==> src/rtl/brs_pkg.sv <==
package brs_pkg;

    typedef enum logic [1:0] {
        SCOPE_NONE = 2'd0,
        SCOPE_HOT  = 2'd1,
        SCOPE_LINK = 2'd2,
        SCOPE_FULL = 2'd3
    } rst_scope_e;

    typedef enum logic [1:0] {
        POR_PWR,
        POR_CLK,
        POR_DLY,
        POR_DONE
    } por_state_e;

    typedef struct packed {
        logic pm;
        logic sticky;
        logic eeload;
        logic nonsticky;
    } rst_class_t;

    localparam int unsigned SYNC_STAGES = 2;

    function automatic rst_scope_e scope_widest(rst_scope_e a, rst_scope_e b);
        return (a > b) ? a : b;
    endfunction

    function automatic rst_class_t scope_decode(rst_scope_e s);
        rst_class_t c;
        c.pm        = (s == SCOPE_FULL);
        c.sticky    = (s == SCOPE_FULL);
        c.eeload    = (s >= SCOPE_LINK);
        c.nonsticky = (s >= SCOPE_HOT);
        return c;
    endfunction

endpackage

==> src/rtl/brs_rst_sync.sv <==
module brs_rst_sync #(
    parameter int unsigned STAGES = 2
) (
    input  logic clk,
    input  logic arst_n,
    output logic released
);
    logic [STAGES-1:0] chain_q;

    always_ff @(posedge clk or negedge arst_n) begin
        if (!arst_n) chain_q <= '0;
        else         chain_q <= {chain_q[STAGES-2:0], 1'b1};
    end

    assign released = chain_q[STAGES-1];
endmodule

==> src/rtl/brs_por_seq.sv <==
module brs_por_seq
    import brs_pkg::*;
#(
    parameter int unsigned DLY_CYCLES = 1250
) (
    input  logic clk,
    input  logic pwr_good,
    input  logic refclk_active,
    output logic por_active
);
    localparam int unsigned CW = (DLY_CYCLES > 1) ? $clog2(DLY_CYCLES) : 1;

    por_state_e    state_q;
    logic [CW-1:0] cnt_q;
    logic          pg_synced;

    brs_rst_sync #(.STAGES(SYNC_STAGES)) u_pg_sync (
        .clk      (clk),
        .arst_n   (pwr_good),
        .released (pg_synced)
    );

    always_ff @(posedge clk or negedge pwr_good) begin
        if (!pwr_good) begin
            state_q <= POR_PWR;
            cnt_q   <= '0;
        end else begin
            case (state_q)
                POR_PWR: if (pg_synced) state_q <= POR_CLK;
                POR_CLK: if (refclk_active) begin
                    state_q <= POR_DLY;
                    cnt_q   <= '0;
                end
                POR_DLY: begin
                    if (!refclk_active)                    state_q <= POR_CLK;
                    else if (cnt_q == CW'(DLY_CYCLES - 1)) state_q <= POR_DONE;
                    else                                   cnt_q   <= cnt_q + 1'b1;
                end
                default: state_q <= POR_DONE;
            endcase
        end
    end

    assign por_active = (state_q != POR_DONE);


    pwr_low_chk: assert property (@(posedge clk) !pwr_good |-> por_active);


    por_release_chk: assert property (@(posedge clk) disable iff (!pwr_good)
        $fell(por_active) |-> $past(refclk_active));
endmodule

==> src/rtl/brs_train_timer.sv <==
module brs_train_timer #(
    parameter int unsigned DLY_CYCLES = 2500000
) (
    input  logic clk,
    input  logic pwr_good,
    input  logic hold,
    output logic train_en
);
    localparam int unsigned CW = (DLY_CYCLES > 1) ? $clog2(DLY_CYCLES) : 1;

    logic [CW-1:0] cnt_q;
    logic          en_q;

    always_ff @(posedge clk or negedge pwr_good) begin
        if (!pwr_good) begin
            cnt_q <= '0;
            en_q  <= 1'b0;
        end else if (hold) begin
            cnt_q <= '0;
            en_q  <= 1'b0;
        end else if (!en_q) begin
            if (cnt_q == CW'(DLY_CYCLES - 1)) en_q  <= 1'b1;
            else                              cnt_q <= cnt_q + 1'b1;
        end
    end

    assign train_en = en_q && !hold;


    train_keep_chk: assert property (@(posedge clk) disable iff (!pwr_good)
        (en_q && !hold) |=> en_q);
endmodule

==> src/rtl/bridge_rst_seq.sv <==
module bridge_rst_seq
    import brs_pkg::*;
#(
    parameter int unsigned CLK_HZ        = 125_000_000,
    parameter int unsigned POR_DLY_CYC   = CLK_HZ / 100_000,
    parameter int unsigned TRAIN_DLY_CYC = (CLK_HZ / 1000) * 20
) (
    input  logic clk,
    input  logic pwr_good,
    input  logic refclk_active,
    input  logic glob_rst_n,
    input  logic link_rst_n,
    input  logic hot_rst,
    input  logic sw_sec_rst,
    input  logic eeprom_present,
    output logic rst_pm,
    output logic rst_sticky,
    output logic rst_eeload,
    output logic rst_nonsticky,
    output logic sec_bus_rst,
    output logic strap_latch,
    output logic eeprom_dl_start,
    output logic link_train_en
);
    localparam int unsigned NPINS = 2;
    localparam int unsigned PIN_GLOB = 0;
    localparam int unsigned PIN_LINK = 1;

    logic [NPINS-1:0] pin_n;
    logic [NPINS-1:0] pin_rel;
    logic             por_active;
    rst_scope_e       scope;
    rst_class_t       cls;
    logic             wide_now;
    logic             wide_prev_q;
    logic             release_evt;

    assign pin_n[PIN_GLOB] = glob_rst_n;
    assign pin_n[PIN_LINK] = link_rst_n;

    for (genvar i = 0; i < NPINS; i++) begin : g_pin_sync
        brs_rst_sync #(.STAGES(SYNC_STAGES)) u_sync (
            .clk      (clk),
            .arst_n   (pin_n[i]),
            .released (pin_rel[i])
        );
    end

    brs_por_seq #(.DLY_CYCLES(POR_DLY_CYC)) u_por (
        .clk           (clk),
        .pwr_good      (pwr_good),
        .refclk_active (refclk_active),
        .por_active    (por_active)
    );

    always_comb begin
        scope = SCOPE_NONE;
        if (hot_rst)                       scope = scope_widest(scope, SCOPE_HOT);
        if (!pin_rel[PIN_LINK])            scope = scope_widest(scope, SCOPE_LINK);
        if (por_active || !pin_rel[PIN_GLOB]) scope = scope_widest(scope, SCOPE_FULL);
    end

    assign cls           = scope_decode(scope);
    assign rst_pm        = cls.pm;
    assign rst_sticky    = cls.sticky;
    assign rst_eeload    = cls.eeload;
    assign rst_nonsticky = cls.nonsticky;
    assign sec_bus_rst   = (scope != SCOPE_NONE) || sw_sec_rst;

    assign wide_now = (scope >= SCOPE_LINK);

    always_ff @(posedge clk or negedge pwr_good) begin
        if (!pwr_good) wide_prev_q <= 1'b1;
        else           wide_prev_q <= wide_now;
    end

    assign release_evt     = wide_prev_q && !wide_now;
    assign strap_latch     = release_evt;
    assign eeprom_dl_start = release_evt && eeprom_present;

    brs_train_timer #(.DLY_CYCLES(TRAIN_DLY_CYC)) u_train (
        .clk      (clk),
        .pwr_good (pwr_good),
        .hold     (wide_now),
        .train_en (link_train_en)
    );


    glob_full_chk: assert property (@(posedge clk) disable iff (!pwr_good)
        !glob_rst_n |-> (rst_pm && rst_sticky && rst_eeload && rst_nonsticky && sec_bus_rst));


    link_scope_chk: assert property (@(posedge clk) disable iff (!pwr_good)
        !link_rst_n |-> (rst_eeload && rst_nonsticky && !link_train_en));


    hot_scope_chk: assert property (@(posedge clk) disable iff (!pwr_good)
        hot_rst |-> (rst_nonsticky && sec_bus_rst));


    strap_pulse_chk: assert property (@(posedge clk) disable iff (!pwr_good)
        strap_latch |=> !strap_latch);
endmodule

==> config.mk <==
export PLATFORM = sky130hd
export DESIGN_NAME = bridge_rst_seq
export DESIGN_NICKNAME = d
export VERILOG_FILES = /design/src/rtl/brs_pkg.sv /design/src/rtl/brs_rst_sync.sv /design/src/rtl/brs_por_seq.sv /design/src/rtl/brs_train_timer.sv /design/src/rtl/bridge_rst_seq.sv
export SDC_FILE = /design/constraint.sdc
export NUM_CORES = 1
export LEC_CHECK = 0
export ABC_AREA = 1
export BUFFER_PORTS_ARGS = -buffer_cell sky130_fd_sc_hd__buf_2
export CORE_MARGIN = 1
export CORE_UTILIZATION = 35
export CTS_BUF_LIST = sky130_fd_sc_hd__clkbuf_4 sky130_fd_sc_hd__clkbuf_8
export DETAILED_ROUTE_END_ITERATION = 10
export PLACE_DENSITY = 0.49
export SYNTH_ARGS = -nofsm -noshare
export SYNTH_HDL_FRONTEND = slang
export SYNTH_SLANG_ARGS = --single-unit
export TNS_END_PERCENT = 50
==> constraint.sdc <==
create_clock -name clk -period 3.45 [get_ports clk]
set_input_delay 0.1725 -clock clk [delete_from_list [all_inputs] [get_ports clk]]
set_output_delay 0.1725 -clock clk [all_outputs]
set_load 0.05 [all_outputs]
# ---- Word-level counts from Yosys, hierarchy flattened
# Cells that the tools add are included.
dict set report word_totals {
  elab_cells 60
  regBits 43
  input_bits 8
  out_inout_bits 8
}
dict set report op_classes {
  n_eq_ne 13
  add_sub_neg 2
  mux 20
  magnitude_cmp 4
  reduce_logical 13
}
# op count
set op_table {}
lappend op_table {{$mux 22} 3}
lappend op_table {{$mux 11} 3}
lappend op_table {{$add 22x1->22 const B} 1}
lappend op_table {{$eq 22x22->1 const B} 1}
lappend op_table {{$pmux 11 s2} 1}
lappend op_table {{$mux 2} 8}
lappend op_table {{$add 11x1->11 const B} 1}
lappend op_table {{$eq 11x11->1 const B} 1}
lappend op_table {{$ne 2x2->1 const B} 5}
lappend op_table {{$pmux 2 s3} 1}
lappend op_table {{$eq 2x2->1 const B} 2}
lappend op_table {{$gt 2x2->1 const B} 2}
lappend op_table {{$mux 1} 4}
lappend op_table {{$ne 2x1->1 const B} 2}
lappend op_table {{$reduce_and 4->1} 1}
lappend op_table {{$reduce_bool 2->1} 2}
lappend op_table {{$logic_and 1x1->1} 3}
lappend op_table {{$ne 3x2->1 const B} 1}
lappend op_table {{$reduce_and 3->1} 1}
lappend op_table {{$eq 2x1->1 const B} 1}
lappend op_table {{$ge 2x1->1 const B} 1}
lappend op_table {{$ge 2x2->1 const B} 1}
lappend op_table {{$logic_not 1->1} 2}
lappend op_table {{$logic_not 2->1} 1}
lappend op_table {{other kinds (2)} 3}

# ---- Longest topological paths before layout
# Gate-level depths: netlist of the first run.
dict set report logic_depth {
  depth_word 11
  mapped_depth 11
  ltp_nobuf 10
}

# ---- Cells and area by module
# A second synthesis of the first run with hierarchy kept.
dict set report unflattened {
  cells_unflattened 357
  area_unflattened_um2 2700.1
}
# mod instances cells_per_inst area_per_inst_um2 seq_area_each_um2
set by_module_without_submodules {}
lappend by_module_without_submodules {brs_train_timer 1 201 1505.2 575.6}
lappend by_module_without_submodules {brs_por_seq 1 132 942.2 325.3}
lappend by_module_without_submodules {brs_rst_sync 3 3 53.8 50.0}
lappend by_module_without_submodules {bridge_rst_seq 1 15 91.3 26.3}

# ---- Worst setup path after synthesis of the first run
# OpenSTA, ideal clock, no wires.
dict set report synth_timing {
  path_type {register -> register}
  startpoint {register u_por.state_q[1]}
  endpoint {register u_train.cnt_q[1]}
  setup_ns 0.116
  arrival_time_ns 2.150
  path_buffers 1
  path_stages_with_launch 9
  synth_period_minus_slack_ns 2.267
  required_time_ns 3.334
  slack_ns 1.183
  cell_sequence {dfrtp_1 -> nand4_4 -> nor2_1 -> inv_1 -> nand2_2 -> buf_6 -> nor2_2 -> nand2_1 -> nand2_1}
}
dict set report synth_between {
  elab_chain_cells 6
  elab_cells_between_ends 8
  cone_classes {order compare: 1; eq/ne: 3; mux: 2; reduce/logical: 2}
}
# element line_no
set synth_lines {}
lappend synth_lines {{start: declaration} brs_por_seq.sv:13} ;# por_state_e state_q;
lappend synth_lines {{start signal: assignment} brs_por_seq.sv:25} ;# state_q <= POR_PWR;
lappend synth_lines {{start signal: assignment} brs_por_seq.sv:29} ;# POR_PWR: if (pg_synced) state_q <= POR_CLK;
lappend synth_lines {{start signal: assignment} brs_por_seq.sv:31} ;# state_q <= POR_DLY;
lappend synth_lines {{$ne 2x2->1 *} brs_por_seq.sv:44} ;# assign por_active = (state_q != POR_DONE);
lappend synth_lines {{$logic_or 1x1->1 *} bridge_rst_seq.sv:60} ;# if (por_active || !pin_rel[PIN_GLOB]) scope = scope_widest(scope, SCOPE_FULL);
lappend synth_lines {{$mux 2 *} bridge_rst_seq.sv:60}
lappend synth_lines {{$ge 2x2->1 *} --}
lappend synth_lines {{named net rst_eeload} bridge_rst_seq.sv:18} ;# output logic rst_eeload,
lappend synth_lines {{$ne 2x1->1 (no line)} --}
lappend synth_lines {{$reduce_and 2->1 (no line)} --}
lappend synth_lines {{end signal: assignment} brs_train_timer.sv:23} ;# else cnt_q <= cnt_q + 1'b1;
lappend synth_lines {{end: declaration} brs_train_timer.sv:11} ;# logic [CW-1:0] cnt_q;
# The timed path passes the listed nets; every way through them passes the cells marked *.
# A chain may end at the register's enable or synchronous reset.

# ---- Worst setup path in the final report of the first run
dict set report layout_timing {
  startpoint {register u_por.state_q[1]}
  endpoint {output port sec_bus_rst}
}
dict set report layout_between {
  elab_chain_cells 5
}
# element line_no
set layout_lines {}
lappend layout_lines {{$ne 2x2->1} brs_por_seq.sv:44}
lappend layout_lines {{$logic_or 1x1->1} bridge_rst_seq.sv:60}
lappend layout_lines {{$mux 2} bridge_rst_seq.sv:60}
lappend layout_lines {{$reduce_bool 2->1} bridge_rst_seq.sv:68} ;# assign sec_bus_rst = (scope != SCOPE_NONE) || sw_sec_rst;
lappend layout_lines {{$logic_or 1x1->1} bridge_rst_seq.sv:68}
lappend layout_lines {{end: declaration} bridge_rst_seq.sv:20} ;# output logic sec_bus_rst,
# No other way between the ends.

==> impl_results.md, run 1 <==
* Outcome: complete, but fails checks
* Failing checks: negative hold slack
* Unrepaired setup endpoints after global routing: false
* Reg2Reg Capture Point: u_train.cnt_q[1]
* Antenna violations before repair at 0
* Setup Fix Bufs, Post-CTS at 0
* Crit Path Category: reg2out
* Post-route cell area at 2850 um^2
* Gr busiest metal: met2
* Final hold vios at 24
* Hold WS at -0.0105 ns
* Worst-path cell chain: nand4_4, or2_2, or2_2, buf_2
* Max cap viols at 0
* N_diodes at 0
* Largest area contributor in the netlist: dfrtp_1
* Syn Inst Count at approximately 360
* Leakage at around 1.3 nW
* Met1 track utilization from global routing at 0.250
* Gp weighted congestion at 0.790
* Tcrit/Tclk final at 0.577
* CTS tree: yes
* Detailed-routing iteration count for the pre-antenna-repair pass at 4
* Top Ports at 16
* # clock sinks at 43
* Synthesis-stage register bit count at 43
* Dpl hpwl at 4210 um
* FF-to-FF Start: u_train.cnt_q[0]
* Fmax at 0.503 GHz
* Fill cells at 767
* Share of cells above drive strength 1 at 0.0862
* Post-Syn Area at 2560 um^2
* Peak VDD IR at 0.228 mV
* Area of placed instances at approximately 2700 um^2
* Row cnt at 30
* Area of the multi-input gates at ~1300 um^2
* Fin util at 0.412
* Placed Cells incl. Taps at 469
* Top post-synthesis cells by area: dfrtp_1 41%, nand2_1 16%, nand3_1 7.6%
* Area delta synth->final at 11.3%
* R2R Setup Slk at 1.51 ns
* Largest net degree at the start of global routing at 40
* Clock insertion delay at the later pin of the skew report at 0.30 ns
* Worst Path Max Fanout at 10
* ANT nets after route at 0
* Most frequent cells in the layout: 112 x nand2_1, 45 x nor2_1, 44 x inv_1
* Root buf cell: clkbuf_8
* Most common cell after layout, fill and taps aside: nand2_1
* Die area at 7650 um^2
* Die Width at between 80 and 90 um
* First-pass GRT wire length at 9980 um
* Reg area at 1080 um^2
* Fin Clk Skew at 0.00757 ns
* WL final at 5750 um
* Type of the worst min-delay path: in2async
* Syn avg cell area at a little over 7 um^2
* Crit-path max cell delay at 0.48 ns
* Reg clk slew, reported paths at ~0.09 ns
* Layout Cells excl Fill at about 480
* Via count at approximately 2200
* Initial detailed-routing violation count at 113
* Grt ovf at 0
* Critical Path RT at about 3.3 ns
* Core area at roughly 7000 um^2
* Crit start category: register
* Slew Limit Fails at 0
* Total global-route track usage at 0.171
* Slowest-stage cell, CP: dfrtp_1
* Final Setup Violations at 0
* Total CTS buffers at 5
* Wirelength per Cell at 12.0 um
* Slew headroom at 0.398
* Most used cell, CP: or2_2
* Starting Density at 0.370
* H-tree levels at 2
* TNS Setup at 0 ns
* Fin nets at around 390
* Sequential area share after synthesis at 0.421
* Final min period at 1.99 ns
* YS warnings at 0
* Top cell type's share of synthesized area at 0.411
* I/O Buffers at 15
* Vias in the first global route at 2116
* M3 GR Usage at 0.0351
* CP Launch Point: u_por.state_q[1]
* DR DRC count at 0
* CP Capture Point: sec_bus_rst
* Clk buf depth at 2
* Pwr Density at approximately 420 nW/um^2
* Yosys cell types at 27
* Routed vias/inst at 4.65
* Reg2reg path depth at 10
* Actual slew at the worst max-slew pin at ~0.90 ns
* Met2 Usage GRT at 0.258
* Die H at 87.5 um
* Crit. End Element: primary output
* Crit path arrival time at 1.82 ns
[flip-flops by register name, indices dropped and copies added, names as in the netlist]
signal                     count
u_por.u_pg_sync.chain_q        2
u_por.cnt_q                   11
wide_prev_q                    1
u_train.en_q                   1
u_por.state_q                  2
u_train.cnt_q                 22
g_pin_sync.u_sync.chain_q      4
[cell type report]
class / count / share of cell area
clock inverter: 3 / 0.0167
sequential: 43 / 0.379
tap: 96 / 0.0422
inverter: 44 / 0.0580
clock buffer: 5 / 0.0242
timing repair buffer: 17 / 0.0334
multi-input combinational: 271 / 0.447
[Yosys cell counts]
cell,count
xnor2_1,1
buf_2,1
dfstp_2,1
a21oi_1,4
nand3b_1,4
nand4_4,1
and2_1,2
xor2_1,8
buf_6,2
o21ai_0,23
nand2_1,112
o31ai_1,1
nor3b_1,1
nor2_2,1
or2_2,4
o22ai_1,1
nand3_1,39
inv_1,44
nand2_2,3
conb_1,1
ha_1,3
nand4_1,9
o21bai_1,1
nor3_1,5
dfrtp_1,42
nor2_1,45
buf_4,3
[kinds of logic after synthesis]
kind of cell	Yosys count	synth area share
AOI/OAI and AO/OA	30	0.0612
xor gates and xnor gates	9	0.0308
adders and majority gates	3	0.0147
buffers and inverters	50	0.0842
DFF	43	0.421
other	1	0.00147
and+or+nand+nor	226	0.386
[metrics by stage]
stage / total power [W] / hold WS (ns) / setup slack (ns)
after global routing: 0.00125 / 0.0696 / 1.24
after detailed placement: 0.000785 / -0.0409 / 1.51
after floorplan: 0.000733 / -0.123 / 1.18
after CTS: 0.00121 / 0.0377 / 1.43
after global placement: 0.000785 / -0.0410 / 1.55
final: 0.00119 / -0.0105 / 1.46
[worst min path at each step]
stage	from	endpoint	slack, ns	depth (start not counted)
2_1_floorplan	glob_rst_n	g_pin_sync[0].u_sync.chain_q[0]	-0.12	0
3_3_place_gp	glob_rst_n	g_pin_sync[0].u_sync.chain_q[0]	-0.04	1
3_5_place_dp	link_rst_n	g_pin_sync[1].u_sync.chain_q[0]	-0.04	1
4_1_cts	pwr_good	u_por.u_pg_sync.chain_q[0]	0.04	1
5_1_grt	pwr_good	u_por.cnt_q[5]	0.07	1
6_report	pwr_good	u_por.cnt_q[5]	-0.01	1
[worst max-delay path: cells and delay by family (launching register included)]
family,cells,cell delay (ns)
AND/OR/NAND/NOR,3,0.83
flip-flops,1,0.48
buffers and inverters,1,0.21
[power by group]
group / internal (W) / switching (W)
Sequential: 0.000534 / 0.0000376
Combinational: 0.0000503 / 0.000152
Clock: 0.000220 / 0.000194
[metal layers]
| layer | vias to the layer above | wire, um |
|---|---|---|
| met1 | 1003 | 3050 |
| met4 | 0 | 44 |
| met2 | 32 | 2440 |
| met3 | 5 | 206 |
| li1 | 1186 | - |
| met5 | - | 0 |
[what timing repair did]
| action | CTS | global route |
|---|---|---|
| gates resized for setup | 0 | 0 |
| endpoints found under the hold margin | 4 | 0 |
| hold buffers | 2 | 0 |
| endpoints found under the setup margin | 0 | 0 |
(Power assumes the default switching activity.)
==> run 2: changes to the inputs <==
- PLACE_DENSITY: 0.49 -> 0.51
- clock period: 3.45 -> 1.7 ns (I/O delays scaled with it)
==> run 2 against run 1 <==
Net effect: the run now ends clean; first-iteration DRC count fell by 19%; clock skew fell by 0.0030 ns; core utilization rose by 4.1 points; sequential share of layout area fell by 3.3 points; die area did not move; register-to-register slack got worse by 1.5 ns; cell count rose by 5.4%; critical path depth did not move.
==> impl_results.md, run 2 (synthesis results as in run 1) <==
* First-pass GRT wire length at 10800 um (was 9980 um)
* Routed vias/inst at 4.70 (was 4.65)
* Crit path arrival time at 1.59 ns (was 1.82 ns)
* Slew headroom at 0.646 (was 0.398)
* Total global-route track usage at 0.186 (was 0.171)
* Biggest register: u_train.cnt_q (unchanged)
* Actual slew at the worst max-slew pin at 0.532 ns (was 0.903 ns)
* Die area at 7650 um^2 (unchanged)
* Leakage at 1.44 nW (was 1.31 nW)
* Sequential share of power at 0.451 (was 0.482)
* Regs by FF count: u_train.cnt_q x22, u_por.cnt_q x11, g_pin_sync.u_sync.chain_q x4 (unchanged)
* # clock sinks at 43 (unchanged)
* Crit start category: register (unchanged)
* Fmax at 0.597 GHz
* Max cap viols at 0 (unchanged)
* Met3 WL at 245 um (was 206 um)
* I/O Buffers at 15 (unchanged)
* Grt ovf at 0 (unchanged)
* Total power at 0.00254 W (was 0.00119 W)
* Via count at 2373 (was 2226)
* Hold WS at 0.0708 ns (was -0.0105 ns)
* Crit. End Element: primary output (unchanged)
* Tcrit/Tclk final at 0.986
* Worst Path Max Fanout at 2 (was 10)
* DR WL met2 at 2780 um (was 2440 um)
* Switching Share at 0.326 (was 0.323)
* Clock insertion delay at the later pin of the skew report at 0.31 ns (was 0.30 ns)
* Max FFs per register at 22 (unchanged)
* Final Setup Violations at 0 (unchanged)
* Placed Cells incl. Taps at 485 (was 469)
* Unrepaired setup endpoints after global routing: true (was false)
* Share of cells above drive strength 1 at 0.176 (was 0.0862)
* Total CTS buffers at 5 (unchanged)
* Area delta synth->final at 22.5% (was 11.3%)
* DRT met1 WL at 3250 um (was 3050 um)
* Peak VDD IR at 0.416 mV (was 0.228 mV)
* Pwr Density at 811 nW/um^2 (was 417 nW/um^2)
* Starting Density at 0.370 (unchanged)
* DR DRC count at 0 (unchanged)
* Final hold vios at 0 (was 24)
* Dpl hpwl at 4580 um (was 4210 um)
* Largest net degree at the start of global routing at 40 (unchanged)
* Fin Clk Skew at 0.00454 ns (was 0.00757 ns)
* Root buf cell: clkbuf_8 (unchanged)
* Vias in the first global route at 2254 (was 2116)
* WL final at 6390 um (was 5750 um)
* N_diodes at 0 (unchanged)
* Type of the worst min-delay path: in2async (unchanged)
* Reg clk slew, reported paths at 0.09 ns (about the same)
* Slew Limit Fails at 0 (unchanged)
* Row cnt at 30 (unchanged)
* Clk buf depth at 2 (unchanged)
* Antenna violations before repair at 0 (unchanged)
* Detailed-routing iteration count for the pre-antenna-repair pass at 4 (unchanged)
* ANT nets after route at 0 (unchanged)
* TNS Setup at 0 ns (unchanged)
* Crit Path Category: reg2out (unchanged)
* Critical Path RT at 1.62 ns (was 3.28 ns)
* Comb pwr share at 0.212 (was 0.170)
* Initial detailed-routing violation count at 91 (was 113)
* Gp weighted congestion at 0.875 (was 0.790)
* Fin nets at 419 (was 393)
* Outcome: completed (was complete, but fails checks)
* CP Launch Point: u_por.state_q[0] (was u_por.state_q[1])
* Top Ports at 16 (unchanged)
* R2R Setup Slk at 0.05 ns (was 1.51 ns)
* Layout Cells excl Fill at 505 (was 479)
* H-tree levels at 2 (unchanged)
* Final min period at 1.68 ns
* Core area at 6910 um^2 (unchanged)
* FF-to-FF Start: u_por.cnt_q[1] (was u_train.cnt_q[0])
* Fin util at 0.453 (was 0.412)
* Wirelength per Cell at 12.6 um (was 12.0 um)
* Psw at 0.000827 W (was 0.000383 W)
* Most frequent cells in the layout: 111 x nand2_1, 43 x inv_1, 39 x nor2_1 (was 112 x nand2_1, 45 x nor2_1, 44 x inv_1)
* Top sig layer: met4 (unchanged)
* Clk pwr share at 0.338 (was 0.348)
* Die Width at 87.5 um (unchanged)
* Cell internal pwr at 0.00171 W (was 0.000804 W)
* Die H at 87.5 um (unchanged)
* Most common cell after layout, fill and taps aside: nand2_1 (unchanged)
* CTS tree: yes (unchanged)
-- run 2: changes by cell type in the layout (fill, tap and decap cells not counted), sizes merged --
cell	before	now
buf	15	38
clkbuf	5	6
dlygate4sd3	2	4
-- run 2: cell type report --
type	count	area (um^2)
well taps	96	120
clock buffers	5	68.8
repair buffers	43	325
inverters	44	165
fillers	735	3780
clock inverters	3	47.5
multi-input cells	271	1320
flip-flops and latches	43	1080
-- run 2: worst paths after layout --
| path | end | depth (start not counted) |
|---|---|---|
| worst min-delay path | g_pin_sync[1].u_sync.chain_q[0] | 2 |
| min in group clk | g_pin_sync[0].u_sync.chain_q[1] | 0 |
| worst max register to register | u_por.state_q[0] | 9 |
| worst max-delay path | sec_bus_rst | 4 |
| max in group asynchronous | u_train.cnt_q[8] | 3 |
| worst min register to register | g_pin_sync[0].u_sync.chain_q[1] | 0 |
-- run 2: stage by stage --
stage	setup slack, ns	cell area (um^2)
global placement	0.0741	2850
global route	-0.0580	3130
CTS	0.00959	3030
detailed placement	0.00303	2850
floorplan	-0.119	2580
finish	0.0244	3130
-- run 2: power by group through the flow --
stage                     Clock, W  Sequential [W]  Combinational [W]
after floorplan                  0         0.00116           0.000327
after global placement           0         0.00117           0.000501
after detailed placement         0         0.00117           0.000500
after CTS                 0.000879         0.00114           0.000530
after global routing      0.000915         0.00115           0.000593
final                     0.000857         0.00114           0.000537
-- run 2: timing repair --
item	4_1_cts	5_1_grt
gates resized for setup	1	14
buffers inserted	2	5
setup endpoints to repair	9	28
hold buffers	4	0
hold endpoints to repair	43	0
pin swaps	1	4
gates cloned	0	1
-- run 2: metal layers --
metal / vias to the layer above / GRT usage
met4: 0 / 0.0715
li1: 1246 / -
met2: 45 / 0.280
met1: 1073 / 0.264
met3: 9 / 0.0332
met5: - / 0
-- run 2: worst max-delay path, cell delays in order (launching register included) --
cell and delay [ns]:
dfrtp_1 0.40, nand4_4 0.11, or2_2 0.29, or2_2 0.27, buf_2 0.21
==> run 3: changes to the inputs <==
- CORE_ASPECT_RATIO: default -> 1.1
==> run 3 against run 2 <==
Net effect: via count up 2.5%; core utilization down 0.85 points; cell count down 1.6%; clock power down 6.9%; non-clock buffer count up 3; sequential share of layout area down 0.20 points; largest cell class unchanged; largest power group unchanged; register-to-register slack better by 0.02 ns; power down 0.99%; flip-flop and latch count unchanged; clock skew up 0.0070 ns; global-route usage down 1.2 points.
==> impl_results.md, run 3 (synthesis results as in run 1) <==
* Layout Cells excl Fill at 497 (was 505)
* Critical Path RT at 1.62 ns (about the same)
* Final hold vios at 0 (unchanged)
* Area delta synth->final at 22.6% (was 22.5%)
* Wirelength per Cell at 13.1 um (was 12.6 um)
* Unrepaired setup endpoints after global routing: true (unchanged)
* Total power at 0.00251 W (was 0.00254 W)
* Max cap viols at 0 (unchanged)
* Largest net degree at the start of global routing at 33 (was 40)
* Antenna violations before repair at 0 (unchanged)
* Type of the worst min-delay path: in2async (unchanged)
* Starting Density at 0.363 (was 0.370)
* Crit start category: register (unchanged)
* Setup ws final at 0.0482 ns (was 0.0244 ns)
* Biggest register: u_train.cnt_q (unchanged)
* Routed vias/inst at 4.90 (was 4.70)
* Detailed-routing iteration count for the pre-antenna-repair pass at 4 (unchanged)
* Fmax at 0.605 GHz (was 0.597 GHz)
* Actual slew at the worst max-slew pin at 0.766 ns (was 0.532 ns)
* Slowest-stage cell, CP: dfrtp_1 (unchanged)
* Fill cells at 743 (was 735)
* Crit Path Category: reg2out (unchanged)
* Core area at 7050 um^2 (was 6910 um^2)
* Crit-path max cell delay at 0.41 ns (was 0.40 ns)
* Most used cell, CP: or2_2 (unchanged)
* Row cnt at 32 (was 30)
* Clock insertion delay at the later pin of the skew report at 0.30 ns (was 0.31 ns)
* Leakage at 1.46 nW (was 1.44 nW)
* Total CTS buffers at 5 (unchanged)
* Root buf cell: clkbuf_8 (unchanged)
* Regs by FF count: u_train.cnt_q x22, u_por.cnt_q x11, g_pin_sync.u_sync.chain_q x4 (unchanged)
* I/O Buffers at 15 (unchanged)
* Placed Cells incl. Taps at 477 (was 485)
* Die area at 7650 um^2 (about the same)
* Via count at 2433 (was 2373)
* DR DRC count at 0 (unchanged)
* WL final at 6510 um (was 6390 um)
* Most frequent cells in the layout: 110 x nand2_1, 42 x dfrtp_1, 41 x inv_1 (was 111 x nand2_1, 43 x inv_1, 39 x nor2_1)
* Critical path's top delay family: simple AND/OR/NAND/NOR gates (unchanged)
* Crit. End Element: primary output (unchanged)
* Grt ovf at 0 (unchanged)
* Reg clk slew, reported paths at 0.09 ns (about the same)
* Peak VDD IR at 0.588 mV (was 0.416 mV)
* CTS tree: yes (unchanged)
* First-pass GRT wire length at 10600 um (was 10800 um)
* Worst-path cell chain: nand4_4, or2_2, or2_2, buf_6 (was nand4_4, or2_2, or2_2, buf_2)
* Fin nets at 422 (was 419)
* Initial detailed-routing violation count at 57 (was 91)
* Pwr Density at 802 nW/um^2 (was 811 nW/um^2)
* Top Ports at 16 (unchanged)
* Outcome: completed (unchanged)
* Slew Limit Fails at 0 (unchanged)
* # clock sinks at 43 (unchanged)
* Dpl hpwl at 4800 um (was 4580 um)
* Crit path arrival time at 1.57 ns (was 1.59 ns)
* Fin Clk Skew at 0.0115 ns (was 0.00454 ns)
* Most common cell after layout, fill and taps aside: nand2_1 (unchanged)
* Clk buf depth at 2 (unchanged)
* Final Setup Violations at 0 (unchanged)
* Gp weighted congestion at 0.826 (was 0.875)
* Worst Path Max Fanout at 2 (unchanged)
* N_diodes at 0 (unchanged)
* Max FFs per register at 22 (unchanged)
* Die H at 91.6 um (was 87.5 um)
* Slew headroom at 0.489 (was 0.646)
* DP Worst Slack at 0.0181 ns (was 0.00303 ns)
* ANT nets after route at 0 (unchanged)
* Share of cells above drive strength 1 at 0.175 (was 0.176)
* Vias in the first global route at 2261 (was 2254)
* Tcrit/Tclk final at 0.972 (was 0.986)
* Total global-route track usage at 0.174 (was 0.186)
* WP buf/inv at 1 (unchanged)
* Die Width at 83.5 um (was 87.5 um)
* Final min period at 1.65 ns (was 1.68 ns)
* H-tree levels at 2 (unchanged)
run 3: cell count changes in the layout (fill, tap and decap cells not counted), moves of 2 or more:
cell / before / now
dfrtp_2: 4 / 0
inv_1: 43 / 41
inv_2: 1 / 3
buf_4: 22 / 26
dfrtp_1: 38 / 42
buf_2: 15 / 13
run 3: repair_timing:
action / CTS / global route
setup endpoints to repair: 1 / 32
buffers inserted: 4 / 3
pin swaps: 1 / 3
hold buffers: 4 / 0
hold endpoints to repair: 34 / 0
resized for setup: 1 / 16
gates cloned: 0 / 1
run 3: worst paths after layout:
path | from | to | slack, ns | cells after the start
setup / recovery | u_por.state_q[0] | sec_bus_rst | 0.05 | 4
min in group clk | g_pin_sync[0].u_sync.chain_q[0] | g_pin_sync[0].u_sync.chain_q[1] | 0.35 | 0
max in group asynchronous | pwr_good | u_train.cnt_q[17] | 0.72 | 3
hold reg to reg | g_pin_sync[0].u_sync.chain_q[0] | g_pin_sync[0].u_sync.chain_q[1] | 0.35 | 0
setup reg to reg | u_train.cnt_q[1] | u_train.cnt_q[15] | 0.07 | 10
hold / removal | link_rst_n | g_pin_sync[1].u_sync.chain_q[0] | 0.09 | 2
run 3: final cells by class:
cell class | count | area [um^2] | area share
tap | 85 | 106 | 0.0339
inverter | 44 | 165 | 0.0527
sequential | 43 | 1080 | 0.344
timing repair buffer | 46 | 357 | 0.114
clock buffer | 5 | 68.8 | 0.0220
clock inverter | 3 | 43.8 | 0.0140
multi-input combinational | 271 | 1320 | 0.420
run 3: through the flow:
step / area, um^2 / hold WS [ns] / setup TNS, ns / util
CTS: 3050 / 0.0800 / 0 / 0.433
global placement: 2860 / -0.128 / 0 / 0.406
floorplan: 2580 / -0.211 / -0.236 / -
global route: 3130 / 0.0861 / -0.404 / 0.445
detailed placement: 2860 / -0.125 / 0 / 0.406
finish: 3130 / 0.0914 / 0 / 0.445
run 3: power breakdown:
group | internal, W | switching [W]
Sequential | 0.00108 | 0.0000537
Clock | 0.000438 | 0.000360
Combinational | 0.000206 | 0.000371
run 3: routing by layer:
| layer | wire (um) | up-vias | global-route usage |
|---|---|---|---|
| li1 | - | 1246 | - |
| met2 | 3360 | 25 | 0.313 |
| met1 | 2880 | 1152 | 0.210 |
| met4 | 112 | 0 | 0.0636 |
| met3 | 156 | 10 | 0.0288 |
| met5 | 0 | - | 0 |
run 3: worst register-to-register path: stages, from the launching register on:
cell and delay, ns:
dfrtp_1 0.38, ha_2 0.19, nand2_1 0.10, nor2_4 0.13, nand2_1 0.09, nor2_2 0.15
nand2_2 0.11, nand2_4 0.12, clkbuf_16 0.16, nand2_1 0.04, o21ai_0 0.07
